## config.mk

```make
export PLATFORM = sky130hd
export DESIGN_NAME = ptp_drift_clock
export DESIGN_NICKNAME = d
export VERILOG_FILES = /design/src/rtl/ptpdc_pkg.sv /design/src/rtl/ptpdc_drift_timer.sv /design/src/rtl/ptpdc_time_counter.sv /design/src/rtl/ptpdc_regs.sv /design/src/rtl/ptp_drift_clock.sv
export SDC_FILE = /design/constraint.sdc
export NUM_CORES = 1
export LEC_CHECK = 0
export ABC_AREA = 1
export CORE_AREA = 4 4 181 183
export DETAILED_ROUTE_END_ITERATION = 16
export DIE_AREA = 0 0 185 187
export DONT_BUFFER_PORTS = 1
export HOLD_SLACK_MARGIN = 0.12
export SLEW_MARGIN = 20
export SYNTH_ARGS = -nofsm -noshare
export SYNTH_HDL_FRONTEND = slang
export SYNTH_SLANG_ARGS = --single-unit
```

## constraint.sdc

```tcl
create_clock -name clk -period 5.1 [get_ports clk]
set_input_delay 0 -clock clk [delete_from_list [all_inputs] [get_ports clk]]
set_output_delay 0 -clock clk [all_outputs]
set_load 0.01 [all_outputs]
```

## src/rtl/ptpdc_pkg.sv

```systemverilog
package ptpdc_pkg;
  localparam int PERIOD_W = 28;
  localparam int STEP_W   = 3;

  typedef struct packed {
    logic                add;
    logic [STEP_W-1:0]   step;
    logic [PERIOD_W-1:0] period;
  } drift_cfg_t;

  typedef enum logic [2:0] {
    A_CTRL = 3'd0,
    A_DRST = 3'd1,
    A_DCFG = 3'd2,
    A_LDLO = 3'd3,
    A_LDHI = 3'd4,
    A_TLO  = 3'd5,
    A_THI  = 3'd6
  } reg_addr_e;

  localparam logic [31:0] CMD_PAUSE  = 32'd2;
  localparam logic [31:0] CMD_RESUME = 32'd4;
endpackage

```

## src/rtl/ptpdc_drift_timer.sv

```systemverilog
module ptpdc_drift_timer
  import ptpdc_pkg::*;
#(
  parameter int NOM_INC = 8
) (
  input  logic       clk,
  input  logic       rst_n,
  input  logic       run,
  input  logic       hold,
  input  drift_cfg_t cfg,
  output logic       fire
);
  localparam int ACC_W = PERIOD_W + 5;

  logic [ACC_W-1:0] elapsed_q, next_acc, interval, residual;

  always_comb begin
    interval = ACC_W'({cfg.period, 4'b0000}) + ACC_W'(8);
    next_acc = elapsed_q + ACC_W'(NOM_INC);
    residual = next_acc - interval;
    fire     = run && !hold && (cfg.step != '0) && (next_acc >= interval);
  end

  always_ff @(posedge clk or negedge rst_n) begin
    if (!rst_n)                          elapsed_q <= '0;
    else if (hold || cfg.step == '0)     elapsed_q <= '0;
    else if (run && fire)                elapsed_q <= (residual >= interval) ? '0 : residual;
    else if (run)                        elapsed_q <= next_acc;
  end


  hold_clear_chk: assert property (@(posedge clk) disable iff (!rst_n)
    hold |=> elapsed_q == '0);


  carry_below_chk: assert property (@(posedge clk) disable iff (!rst_n)
    (fire && !$changed(cfg)) |=> elapsed_q < $past(interval));


  frozen_chk: assert property (@(posedge clk) disable iff (!rst_n)
    (!run && !hold && cfg.step != '0) |=> elapsed_q == $past(elapsed_q));
endmodule

```

## src/rtl/ptpdc_time_counter.sv

```systemverilog
module ptpdc_time_counter
  import ptpdc_pkg::*;
#(
  parameter int NOM_INC = 8,
  parameter int DATA_W  = 32
) (
  input  logic                clk,
  input  logic                rst_n,
  input  logic                run,
  input  logic                fire,
  input  drift_cfg_t          cfg,
  input  logic                load_lo,
  input  logic                load_hi,
  input  logic [DATA_W-1:0]   wdata,
  output logic [2*DATA_W-1:0] time_q
);
  localparam int TIME_W = 2 * DATA_W;

  logic [TIME_W-1:0] inc;

  always_comb begin
    inc = TIME_W'(NOM_INC);
    if (fire) inc = cfg.add ? inc + TIME_W'(cfg.step) : inc - TIME_W'(cfg.step);
  end

  always_ff @(posedge clk or negedge rst_n) begin
    if (!rst_n) time_q <= '0;
    else if (run) time_q <= time_q + inc;
    else begin
      if (load_lo) time_q[DATA_W-1:0]      <= wdata;
      if (load_hi) time_q[TIME_W-1:DATA_W] <= wdata;
    end
  end
endmodule

```

## src/rtl/ptpdc_regs.sv

```systemverilog
module ptpdc_regs
  import ptpdc_pkg::*;
#(
  parameter int DATA_W = 32
) (
  input  logic                clk,
  input  logic                rst_n,
  input  logic                reg_wr,
  input  logic                reg_rd,
  input  logic [2:0]          reg_addr,
  input  logic [DATA_W-1:0]   reg_wdata,
  input  logic [2*DATA_W-1:0] time_q,
  output logic                run,
  output logic                hold,
  output drift_cfg_t          cfg,
  output logic                load_lo,
  output logic                load_hi,
  output logic [DATA_W-1:0]   reg_rdata
);
  localparam int TIME_W = 2 * DATA_W;

  logic              paused_q;
  logic [DATA_W-1:0] shadow_q;
  reg_addr_e         addr;

  assign addr    = reg_addr_e'(reg_addr);
  assign run     = !paused_q;
  assign load_lo = reg_wr && addr == A_LDLO;
  assign load_hi = reg_wr && addr == A_LDHI;

  always_ff @(posedge clk or negedge rst_n) begin
    if (!rst_n) begin
      paused_q <= 1'b0;
      hold     <= 1'b0;
      cfg      <= '0;
    end else if (reg_wr) begin
      case (addr)
        A_CTRL: begin
          if (reg_wdata == CMD_PAUSE)       paused_q <= 1'b1;
          else if (reg_wdata == CMD_RESUME) paused_q <= 1'b0;
        end
        A_DRST:  hold <= reg_wdata[0];
        A_DCFG:  cfg  <= drift_cfg_t'(reg_wdata);
        default: ;
      endcase
    end
  end

  always_ff @(posedge clk or negedge rst_n) begin
    if (!rst_n) begin
      reg_rdata <= '0;
      shadow_q  <= '0;
    end else if (reg_rd) begin
      case (addr)
        A_CTRL:  reg_rdata <= paused_q ? CMD_PAUSE : CMD_RESUME;
        A_DRST:  reg_rdata <= DATA_W'(hold);
        A_DCFG:  reg_rdata <= cfg;
        A_TLO: begin
          reg_rdata <= time_q[DATA_W-1:0];
          shadow_q  <= time_q[TIME_W-1:DATA_W];
        end
        A_THI:   reg_rdata <= shadow_q;
        default: reg_rdata <= '0;
      endcase
    end
  end


  pause_cmd_chk: assert property (@(posedge clk) disable iff (!rst_n)
    (reg_wr && reg_addr == 3'(A_CTRL) && reg_wdata == CMD_PAUSE) |=> !run);


  other_cmd_chk: assert property (@(posedge clk) disable iff (!rst_n)
    (reg_wr && reg_addr == 3'(A_CTRL) && reg_wdata != CMD_PAUSE && reg_wdata != CMD_RESUME)
      |=> $stable(run));


  shadow_read_chk: assert property (@(posedge clk) disable iff (!rst_n)
    (reg_rd && reg_addr == 3'(A_TLO)) |=> shadow_q == $past(time_q[TIME_W-1:DATA_W]));
endmodule

```

## src/rtl/ptp_drift_clock.sv

```systemverilog
module ptp_drift_clock
  import ptpdc_pkg::*;
#(
  parameter int NOM_INC = 8,
  parameter int DATA_W  = 32
) (
  input  logic                clk,
  input  logic                rst_n,
  input  logic                reg_wr,
  input  logic                reg_rd,
  input  logic [2:0]          reg_addr,
  input  logic [DATA_W-1:0]   reg_wdata,
  output logic [DATA_W-1:0]   reg_rdata,
  output logic [2*DATA_W-1:0] time_now
);
  localparam int TIME_W = 2 * DATA_W;

  logic              run, hold, fire, load_lo, load_hi;
  drift_cfg_t        cfg;
  logic [TIME_W-1:0] time_q;

  ptpdc_regs #(.DATA_W(DATA_W)) u_regs (
    .clk(clk), .rst_n(rst_n), .reg_wr(reg_wr), .reg_rd(reg_rd),
    .reg_addr(reg_addr), .reg_wdata(reg_wdata), .time_q(time_q),
    .run(run), .hold(hold), .cfg(cfg), .load_lo(load_lo),
    .load_hi(load_hi), .reg_rdata(reg_rdata)
  );

  ptpdc_drift_timer #(.NOM_INC(NOM_INC)) u_timer (
    .clk(clk), .rst_n(rst_n), .run(run), .hold(hold), .cfg(cfg), .fire(fire)
  );

  ptpdc_time_counter #(.NOM_INC(NOM_INC), .DATA_W(DATA_W)) u_count (
    .clk(clk), .rst_n(rst_n), .run(run), .fire(fire), .cfg(cfg),
    .load_lo(load_lo), .load_hi(load_hi), .wdata(reg_wdata), .time_q(time_q)
  );

  assign time_now = time_q;


  nominal_tick_chk: assert property (@(posedge clk) disable iff (!rst_n)
    (run && !fire) |=> time_q == $past(time_q) + TIME_W'(NOM_INC));


  add_step_chk: assert property (@(posedge clk) disable iff (!rst_n)
    (run && fire && cfg.add) |=>
      time_q == $past(time_q) + TIME_W'(NOM_INC) + TIME_W'($past(cfg.step)));


  sub_step_chk: assert property (@(posedge clk) disable iff (!rst_n)
    (run && fire && !cfg.add) |=>
      time_q == $past(time_q) + TIME_W'(NOM_INC) - TIME_W'($past(cfg.step)));


  paused_stable_chk: assert property (@(posedge clk) disable iff (!rst_n)
    (!run && !load_lo && !load_hi) |=> $stable(time_q));


  hold_no_fire_chk: assert property (@(posedge clk) disable iff (!rst_n)
    $past(hold) && hold |-> !fire);
endmodule

```

==> key figures, run 1 <==
Pwr
  • Worst IR drop on VDD: 256 µV
  • Leakage power figure: 8.53 nW
  • Areal power density over the cells: 287 nW/µm²

Yosys
  • Post-synth EDFFs: 0
  • Post-synthesis sequential area ratio: 0.333
  • Top area cells in the synthesized netlist: dfrtp_1 (33%), nand2_1 (17%), inv_1 (5.8%)
  • Area leader, netlist: dfrtp_1
  • Cell count after synthesis: 2065
  • Number of distinct library cells after synthesis: 53
  • Post-synthesis instance area: 14400 µm²
  • Post-synthesis async set-or-reset flop share: 1.00
  • Dominant register cell in the synthesized netlist: dfrtp_1
  • Avg Cell Area, Syn: 6.98 µm²
  • Synthesized Nets: 2168
  • Share of the synthesized area in the top cell type: 0.333
  • Number of warning messages in the yosys log: 0
  • Number of register bits inferred by synthesis: 192

Worst setup path
  • Worst path max stage delay: 440 ps
  • Worst Setup Start Kind: register
  • Max Fanout on Critical Path: 5
  • Kind of critical path: register to register
  • Critical path's slowest cell: dfrtp_2
  • Data arrival time at the worst-slack endpoint: 5290 ps
  • Cell type with the highest occurrence count on the critical path: nand2_1
  • CP bufs+invs: 3
  • Family with the most delay on the worst path: simple AND/OR/NAND/NOR gates
  • Type of destination of the critical path: register
  • Data required, critical path: 5480 ps

Placed design
  • Final RePlAce weighted congestion: 1.02
  • # placed instances: 2535
  • Detailed Place HPWL: 45.8 mm
  • Placed cell areas: 15600 µm²
  • Dpl ws: -224 ps
  • Total of buffers placed on input and output ports: 0

Timing
  • Unrepaired setup endpoints after global routing: yes
  • Maximum clock rate: 204 MHz
  • Worst max-slew margin expressed relative to the limit: 0.313
  • Accumulated negative setup slack: 0 ps
  • Final clock skew: 14.5 ps
  • Endpoints failing hold: 0
  • Final Max Slew Viols: 0
  • Minimum setup slack in the final design: 190 ps
  • Min cycle time layout: 4910 ps
  • Final setup violation count: 0
  • Fin Hold WS: 112 ps
  • Slew at the pin with the worst max-slew slack: 1020 ps
  • Period utilisation layout: 0.963

Layout
  • Non-filler instance count after layout: 2623
  • Top library cells by usage in the layout, fill and taps aside: nand2_1 (624), inv_1 (214), dfrtp_1 (190)
  • Area grow syn2layout: 21.6%
  • Share of layout cells above drive strength 1: 0.191
  • Final #Nets: 2311
  • Number of antenna cells inserted: 0
  • Final cell area excluding filler cells: 17500 µm²
  • Most common cell after layout, fill and taps aside: nand2_1

Clock network
  • Maximum level of the CTS H-tree: 4
  • TritonCTS clock tree: yes
  • Sink Count: 192
  • Number of clock buffers inserted by TritonCTS: 17
  • Number of buffers between clock root and the deepest sink: 2
  • Clock latency on the worst-skew pair: 470 ps
  • Clock transition at path regs: 90 ps
  • CTS Root Buffer Type: clkbuf_16

Floorplan
  • Num rows: 65
  • Initial Utilization: 0.461
  • Area of the die: 34600 µm²
  • Die height: 187 µm
  • I/O pin total: 135
  • Floorplan die width: 185 µm
  • Core region area: 31200 µm²

Min path
  • Path category of the worst min-delay check: input port to async pin

Global route
  • First-pass GRT wire length: 89.5 mm
  • Number of global-route vias before repair: 14.3k
  • Total overflow reported by the global router: 0
  • Maximum number of pins on one net before global-route repair: 193
  • Initial antenna violation count: 0
  • Overall global routing resource usage: 0.340

Detailed routing
  • Detailed-route wire length: 60.3 mm
  • 1st-iter DRT viols: 1508
  • Average wire length per cell after detail routing: 23.0 µm
  • Remaining design rule violation count: 0
  • Residual antenna-violating net count after detailed routing: 0
  • Detailed-routing iteration count for the pre-antenna-repair pass: 5
  • Vias after detailed routing: 15.0k
  • Per-cell via count in the routed design: 5.70

Run status
  • Result of the run: finished, final reports clean

Run
  • Number of max-cap violations: 0
[where the power goes]
| part | switching, mW | internal (mW) | leakage, nW | total, mW |
|---|---|---|---|---|
| sequential | 0.436 | 1.77 | 2.38 | 2.20 |
| clock | 0.722 | 0.668 | 0.289 | 1.39 |
| combinational | 0.915 | 0.524 | 5.87 | 1.44 |
| total | 2.07 | 2.96 | 8.53 | 5.03 |
[synthesized netlist by cell type (all sizes together), types with 2 or more instances]
library cell    n
or2             4
nand4          38
xnor2          13
inv           233
nor3           48
o31ai           2
clkbuf         48
and3            2
mux2           31
o21a            2
o22ai           4
ha             63
nor4           17
a21o            4
a211oi          2
o211ai         67
xor2           79
nand3         101
a31oi           3
a22oi           3
o21bai          7
o21ai          68
nand3b          2
buf            15
a21oi          83
o2111ai         2
nand2         686
nor2          223
dfrtp         192
o221ai         17
[area by class of cell]
type / instances / area (µm²)
fillers: 3112 / 13700
multi-input cells: 1576 / 9120
flip-flops and latches: 192 / 4810
repair buffers: 187 / 1630
inverters: 234 / 880
well taps: 402 / 503
clock buffers: 18 / 439
clock inverters: 14 / 139
[routing by layer]
layer | vias to the layer above | part of all wire | track usage | wire length (µm)
met1 | 7172 | 0.46 | 0.511 | 27800
met5 | - | 0 | 0 | 0
li1 | 7017 | - | - | -
met4 | 0 | 0.037 | 0.112 | 2240
met2 | 677 | 0.42 | 0.486 | 25100
met3 | 93 | 0.086 | 0.0716 | 5190
[kinds of logic (layout without fill, tap and decap cells)]
family / Yosys count / count (layout) / share of synthesized area
muxes: 31 / 31 / 0.0242
xor gates and xnor gates: 92 / 92 / 0.0559
AOI/OAI and AO/OA: 265 / 265 / 0.115
and+or+nand+nor: 1124 / 1124 / 0.331
adders and majority gates: 64 / 64 / 0.0561
DFF: 192 / 192 / 0.333
buffers and inverters: 297 / 453 / 0.0845
[registers in the layout, summed over array words and instances (netlist names)]
register and count:
u_timer.elapsed_q 30, u_count.time_q 64, u_regs.reg_rdata 32, u_regs.paused_q 1, u_regs.shadow_q 32, u_regs.cfg 32, u_regs.hold 1
[final timing paths]
path,slack [ps],cells past startpoint,endpoint,from
max,190,28,u_count.time_q[40],u_timer.elapsed_q[17]
min,110,2,u_count.time_q[14],rst_n
max reg2reg,190,28,u_count.time_q[40],u_timer.elapsed_q[17]
min reg2reg,490,2,u_regs.shadow_q[2],u_regs.shadow_q[2]
max in group asynchronous,3860,3,u_count.time_q[29],rst_n
min in group clk,130,3,u_regs.shadow_q[7],reg_rd
[repair_timing]
item | in CTS | in global routing
hold buffers | 43 | 0
pin swaps | 1 | 43
setup buffers | 0 | 9
endpoints found under the setup margin | 34 | 87
gates resized for setup | 11 | 172
cloned | 0 | 3
hold endpoints to repair | 323 | 0
[metrics by stage]
stage	total power, mW	utilization
floorplan	2.89	-
global placement	3.43	0.499
detailed placement	3.45	0.499
CTS	4.92	0.534
global route	5.28	0.561
finish	5.03	0.561
(Power assumes the default switching activity.)
==> inputs of run 2 (changes only) <==
--- a/config.mk
+++ b/config.mk
@@ -6,9 +6,9 @@
 export NUM_CORES = 1
 export LEC_CHECK = 0
 export ABC_AREA = 1
-export CORE_AREA = 4 4 181 183
+export CORE_AREA = 4 4 184 186
 export DETAILED_ROUTE_END_ITERATION = 16
-export DIE_AREA = 0 0 185 187
+export DIE_AREA = 0 0 188 190
 export DONT_BUFFER_PORTS = 1
 export HOLD_SLACK_MARGIN = 0.12
 export SLEW_MARGIN = 20
==> key figures, run 2 (synthesis results as in run 1) <==
Timing
  • Worst max-slew margin expressed relative to the limit: 0.266 (-0.0467)
  • Unrepaired setup endpoints after global routing: yes
  • Period utilisation layout: 0.981 (+0.0177)
  • Fin Hold WS: 202 ps (+90.0 ps)
  • Slew at the pin with the worst max-slew slack: 1090 ps (+69.4 ps)
  • Maximum clock rate: 200 MHz (-1.8%)
  • Min cycle time layout: 5000 ps (+90.2 ps)
  • Final setup violation count: 0 (unchanged)
  • Endpoints failing hold: 0 (unchanged)
  • Final Max Slew Viols: 0 (unchanged)
  • Accumulated negative setup slack: 0 ps (unchanged)
  • Final clock skew: 15.2 ps (+0.784 ps)

Pwr
  • Worst IR drop on VDD: 269 µV (+5.1%)
  • Areal power density over the cells: 284 nW/µm² (-1.0%)
  • Leakage power figure: 8.65 nW (+1.3%)

Placed design
  • Final RePlAce weighted congestion: 0.994 (-2.4%)
  • Placed cell areas: 15600 µm² (-0.21%)
  • Detailed Place HPWL: 44.5 mm (-2.6%)
  • Total of buffers placed on input and output ports: 0 (unchanged)

Clock network
  • Number of buffers between clock root and the deepest sink: 2 (unchanged)
  • Clock latency on the worst-skew pair: 470 ps (about the same)
  • CTS Root Buffer Type: clkbuf_16
  • Clock transition at path regs: 80 ps (about the same)
  • Maximum level of the CTS H-tree: 4 (unchanged)
  • TritonCTS clock tree: yes
  • Sink Count: 192 (unchanged)
  • Number of clock buffers inserted by TritonCTS: 17 (unchanged)

Detailed routing
  • Remaining design rule violation count: 0 (unchanged)
  • Per-cell via count in the routed design: 5.64 (-1.1%)
  • Amount of wire on met2 after detailed routing: 24.6 mm (-1.9%)
  • Residual antenna-violating net count after detailed routing: 0 (unchanged)
  • 1st-iter DRT viols: 1515 (+0.46%)
  • Detailed-route wire length: 59.8 mm (-0.85%)
  • Top layer used by detailed routing: met4
  • Vias after detailed routing: 15.0k (+0.40%)
  • Average wire length per cell after detail routing: 22.5 µm (-2.3%)
  • Detailed-routing iteration count for the pre-antenna-repair pass: 6 (+1)
  • Met1 WL: 27.4 mm (-1.5%)
  • Routed wl met3: 5.75 mm (+11%)

Worst setup path
  • Worst-case reg-to-reg path depth: 36 (+29%)
  • Type of destination of the critical path: register
  • Max Fanout on Critical Path: 5 (unchanged)
  • Critical path's slowest cell: dfrtp_1
  • Worst path max stage delay: 360 ps (-80 ps)
  • Data arrival time at the worst-slack endpoint: 5330 ps (+40 ps)
  • R2r setup slk: 100 ps (-90 ps)
  • Worst Setup Start Kind: register
  • Data required, critical path: 5420 ps (-60 ps)
  • Kind of critical path: register to register

Run
  • Number of max-cap violations: 0 (unchanged)

Global route
  • Maximum number of pins on one net before global-route repair: 193 (unchanged)
  • Number of global-route vias before repair: 14.2k (-0.75%)
  • Initial antenna violation count: 1 (+1)
  • Overall global routing resource usage: 0.324 (-0.0161)
  • Total overflow reported by the global router: 0 (unchanged)
  • First-pass GRT wire length: 88.0 mm (-1.6%)

Floorplan
  • Num rows: 66 (+1.5%)
  • Initial Utilization: 0.446 (-0.0151)
  • I/O pin total: 135 (unchanged)
  • Area of the die: 35700 µm² (+3.3%)
  • Die height: 190 µm (+1.6%)
  • Core region area: 32300 µm² (+3.4%)
  • Floorplan die width: 188 µm (+1.6%)

Layout
  • Finished Core Util: 0.549 (-0.0116)
  • Most common cell after layout, fill and taps aside: nand2_1
  • Share of layout cells above drive strength 1: 0.195 (+0.00378)
  • Final #Nets: 2309 (-0.087%)
  • Fill cell instance count of the final layout: 3176 (+2.1%)
  • Largest register by flop count: u_count.time_q
  • Max FFs per register: 64 (unchanged)
  • Final cell area excluding filler cells: 17700 µm² (+1.3%)
  • Top library cells by usage in the layout, fill and taps aside: nand2_1 (626), inv_1 (213), dfrtp_1 (185)
  • Area grow syn2layout: 23.1%

Run status
  • Result of the run: finished, final reports clean

Min path
  • Hold Path Cell Cnt: 6
  • Path category of the worst min-delay check: input port to register
## run 2: final cells by class
| class | instances | area (µm²) | share of cell area |
|---|---|---|---|
| Multi-Input combinational cell | 1576 | 9280 | 0.523 |
| Sequential cell | 192 | 4810 | 0.271 |
| Timing Repair Buffer | 185 | 1610 | 0.0906 |
| Inverter | 234 | 882 | 0.0497 |
| Tap cell | 442 | 553 | 0.0312 |
| Clock buffer | 17 | 425 | 0.0240 |
| Clock inverter | 15 | 171 | 0.00966 |
| Antenna cell | 2 | 5.00 | 0.000282 |
## run 2: critical path, delay by kind of cell (launching register included)
family          cells  cell delay, ps
fa+ha+maj           2             460
simple gates       23            2550
compound gates      4             640
buf+inv             6             670
xor+xnor            1             160
flops               1             360
## run 2: repair_timing
| action | in CTS | in global routing |
|---|---|---|
| cloned | 0 | 3 |
| pin swaps | 3 | 54 |
| hold buffers | 43 | 0 |
| hold endpoints to repair | 340 | 0 |
| setup buffers | 1 | 19 |
| endpoints found under the setup margin | 36 | 86 |
| resized for setup | 17 | 192 |
## run 2: stage by stage
step           worst slack, ps  std cells  total power [mW]
3_5_place_dp              -283       2563              3.44
6_report                  99.4       2663              5.04
5_1_grt                   -204       2661              5.29
2_1_floorplan              112       2065              2.89
3_3_place_gp              -203       2563              3.42
4_1_cts                   14.1       2639              4.95
## run 2: worst paths after layout
check                                            to                 start
worst min-delay path            u_regs.reg_rdata[1]           reg_addr[0]
worst max-delay path             u_count.time_q[61]  u_timer.elapsed_q[4]
min in group asynchronous             u_regs.cfg[8]                 rst_n
worst max register to register   u_count.time_q[61]  u_timer.elapsed_q[4]
max in group asynchronous        u_count.time_q[11]                 rst_n
worst min register to register  u_regs.shadow_q[23]   u_regs.shadow_q[23]
## run 2: layer usage
layer | GRT usage | vias to the layer above
met5 | 0 | -
met4 | 0.116 | 0
met3 | 0.0793 | 98
met2 | 0.463 | 718
met1 | 0.475 | 7189
li1 | - | 7014
## run 2: power breakdown
| part | leakage [nW] | total (mW) | internal (mW) | switching (mW) |
|---|---|---|---|---|
| combinational | 5.99 | 1.42 | 0.527 | 0.889 |
| clock | 0.284 | 1.42 | 0.698 | 0.722 |
| sequential | 2.37 | 2.21 | 1.77 | 0.439 |
| total | 8.65 | 5.04 | 2.99 | 2.05 |
==> inputs of run 3 (changes only) <==
--- a/config.mk
+++ b/config.mk
@@ -6,9 +6,9 @@
 export NUM_CORES = 1
 export LEC_CHECK = 0
 export ABC_AREA = 1
-export CORE_AREA = 4 4 184 186
+export CORE_AREA = 4 4 246 248
 export DETAILED_ROUTE_END_ITERATION = 16
-export DIE_AREA = 0 0 188 190
+export DIE_AREA = 0 0 250 252
 export DONT_BUFFER_PORTS = 1
 export HOLD_SLACK_MARGIN = 0.12
 export SLEW_MARGIN = 20
==> constraint.sdc (replaced) <==
create_clock -name clk -period 6.4 [get_ports clk]
set_input_delay 0 -clock clk [delete_from_list [all_inputs] [get_ports clk]]
set_output_delay 0 -clock clk [all_outputs]
set_load 0.01 [all_outputs]
==> key figures, run 3 (synthesis results as in run 1) <==
Worst setup path
  • Kind of critical path: register to register
  • Startpoint of the lowest-slack register-to-register path: u_timer.elapsed_q[4]
  • Cell type with the highest occurrence count on the critical path: nand2_1
  • Destination of the critical timing path: u_count.time_q[62]
  • Data arrival time at the worst-slack endpoint: 6040 ps (+710 ps)
  • Worst-case reg-to-reg path depth: 35 (-2.8%)
  • Worst path max stage delay: 470 ps (+110 ps)
  • Start point of the critical path: u_timer.elapsed_q[4]
  • Worst r2r dst: u_count.time_q[62]
  • Data required, critical path: 6730 ps (+1310 ps)
  • Critical path's slowest cell: nor4_1
  • Worst Setup Start Kind: register
  • R2r setup slk: 690 ps (+590 ps)
  • Max Fanout on Critical Path: 6 (+1)
  • Type of destination of the critical path: register

Clock network
  • Clock latency on the worst-skew pair: 480 ps (about the same)
  • Clock transition at path regs: 80 ps (about the same)
  • Number of clock buffers inserted by TritonCTS: 17 (unchanged)
  • Setup fix buffers added after clock tree synthesis: 0 (-1)
  • Number of buffers between clock root and the deepest sink: 2 (unchanged)
  • TritonCTS clock tree: yes
  • Maximum level of the CTS H-tree: 4 (unchanged)
  • Sink Count: 192 (unchanged)
  • CTS Root Buffer Type: clkbuf_16

Global route
  • First-pass GRT wire length: 88.5 mm (+0.60%)
  • Met1 GRT Util: 0.247 (-0.229)
  • GRT met3 Usage: 0.0466 (-0.0327)
  • Grt peak-use layer: met2
  • Grt met2 use: 0.283 (-0.179)
  • Initial antenna violation count: 13 (+12)
  • Total overflow reported by the global router: 0 (unchanged)
  • Overall global routing resource usage: 0.183 (-0.141)
  • Maximum number of pins on one net before global-route repair: 193 (unchanged)
  • Number of global-route vias before repair: 13.5k (-4.9%)

Detailed routing
  • Vias after detailed routing: 14.4k (-4.2%)
  • Remaining design rule violation count: 0 (unchanged)
  • Residual antenna-violating net count after detailed routing: 0 (unchanged)
  • Average wire length per cell after detail routing: 20.3 µm (-9.5%)
  • Per-cell via count in the routed design: 4.98 (-12%)
  • Detailed-routing iteration count for the pre-antenna-repair pass: 6 (unchanged)
  • 1st-iter DRT viols: 1587 (+4.8%)
  • Detailed-route wire length: 58.7 mm (-1.7%)

Placed design
  • Dpl ws: 556 ps (+839 ps)
  • Final RePlAce weighted congestion: 0.976 (-1.8%)
  • Total of buffers placed on input and output ports: 0 (unchanged)
  • Detailed Place HPWL: 45.1 mm (+1.3%)
  • # placed instances: 2785 (+8.7%)

Timing
  • Maximum clock rate: 175 MHz (-12%)
  • Unrepaired setup endpoints after global routing: no
  • Fin Hold WS: 95.3 ps (-106 ps)
  • Period utilisation layout: 0.893 (-0.0880)
  • Accumulated negative setup slack: 0 ps (unchanged)
  • Worst max-slew margin expressed relative to the limit: 0.226 (-0.0406)
  • Endpoints failing hold: 0 (unchanged)
  • Minimum setup slack in the final design: 688 ps (+589 ps)
  • Final Max Slew Viols: 0 (unchanged)
  • Slew at the pin with the worst max-slew slack: 1150 ps (+60.3 ps)
  • Final clock skew: 21.3 ps (+6.03 ps)
  • Min cycle time layout: 5710 ps (+711 ps)
  • Final setup violation count: 0 (unchanged)

Floorplan
  • Initial Utilization: 0.246 (-0.200)
  • Die height: 252 µm (+33%)
  • Num rows: 89 (+35%)
  • Core region area: 58500 µm² (+81%)
  • I/O pin total: 135 (unchanged)
  • Area of the die: 63000 µm² (+76%)
  • Floorplan die width: 250 µm (+33%)

Pwr
  • Leakage power figure: 7.85 nW (-9.3%)
  • Internal power: 2.29 mW (-23%)
  • Relative contribution of sequential cells to total power: 0.457 (+0.019)
  • Portion of total power attributed to combinational logic: 0.257 (-0.024)
  • Power share of the clock group: 0.286 (+0.005)
  • Worst IR drop on VDD: 223 µV (-17%)
  • Areal power density over the cells: 237 nW/µm² (-17%)
  • Switching share of power: 0.416 (+0.00916)
  • Net Sw Power: 1.63 mW (-21%)

Min path
  • Path category of the worst min-delay check: input port to register

Layout
  • Finished Core Util: 0.282 (-0.267)
  • Non-filler instance count after layout: 2891 (+8.6%)
  • Top library cells by usage in the layout, fill and taps aside: nand2_1 (662), inv_1 (222), nor2_1 (207)
  • Most common cell after layout, fill and taps aside: nand2_1
  • Area grow syn2layout: 14.6%
  • Max FFs per register: 64 (unchanged)
  • Largest register by flop count: u_count.time_q
  • Share of layout cells above drive strength 1: 0.0706 (-0.125)
  • Fill cell instance count of the final layout: 6430 (+100%)
  • Final #Nets: 2201 (-4.7%)

Run
  • Number of max-cap violations: 0 (unchanged)

Run status
  • Result of the run: finished, final reports clean
[run 3: changes by cell type in the layout (fill, tap and decap cells not counted), moves of 10 or more]
cell,delta
nand2_2,-30
nor2_4,-17
nor3_1,+11
nor2_1,+37
xor2_1,+15
nand2_1,+36
nor2_2,-20
xor2_2,-13
buf_4,-122
nand3_1,+12
ha_1,+10
dlygate4sd3_1,+22
[run 3: cell type report]
cell class,instances,area (µm²),share of cell area
Sequential cell,192,4810,0.291
Clock buffer,18,429,0.0260
Clock inverter,14,164,0.00993
Inverter,234,881,0.0534
Antenna cell,7,17.5,0.00106
Tap cell,773,967,0.0586
Multi-Input combinational cell,1576,8450,0.512
Timing Repair Buffer,77,796,0.0482
[run 3: stage by stage]
stage	instance area (µm²)	power (mW)
after floorplan	14400	2.30
after global placement	15100	2.70
after detailed placement	15100	2.71
after CTS	16400	3.91
after global routing	16500	4.12
final	16500	3.92
[run 3: worst max-delay path: cells and delay by family, from the launching register on]
family / cells / cell delay [ps]
AOI/OAI and AO/OA: 2 / 210
xor gates and xnor gates: 2 / 370
adders and majority gates: 4 / 1140
buffers and inverters: 3 / 230
DFF: 1 / 460
and+or+nand+nor: 24 / 3170
[run 3: worst min path at each step]
stage                  start                    end  slack, ps  cells past startpoint
4_1_cts        reg_wdata[11]        u_regs.paused_q        140                      5
6_report              reg_rd    u_regs.shadow_q[23]        100                      3
2_1_floorplan          rst_n      u_count.time_q[0]       -300                      0
3_3_place_gp           rst_n  u_timer.elapsed_q[13]       -280                      0
3_5_place_dp           rst_n  u_timer.elapsed_q[12]       -280                      0
5_1_grt               reg_rd    u_regs.shadow_q[23]        150                      3
[run 3: timing repair]
| action | in CTS | in global routing |
|---|---|---|
| resized for setup | 0 | 6 |
| endpoints found under the hold margin | 323 | 72 |
| hold buffers | 61 | 4 |
| endpoints found under the setup margin | 0 | 15 |
[run 3: metal layers]
layer	wire length [µm]	vias up
met5	86	-
met4	1940	12
met3	5100	110
met2	26000	568
met1	25600	6900
li1	-	6802
[run 3: power by group through the flow]
| stage | Sequential (mW) | Combinational, mW | Clock, mW |
|---|---|---|---|
| floorplan | 1.64 | 0.666 | 0 |
| global placement | 1.80 | 0.893 | 0 |
| detailed placement | 1.80 | 0.901 | 0 |
| CTS | 1.78 | 0.994 | 1.14 |
| global route | 1.81 | 1.13 | 1.19 |
| finish | 1.79 | 1.01 | 1.12 |
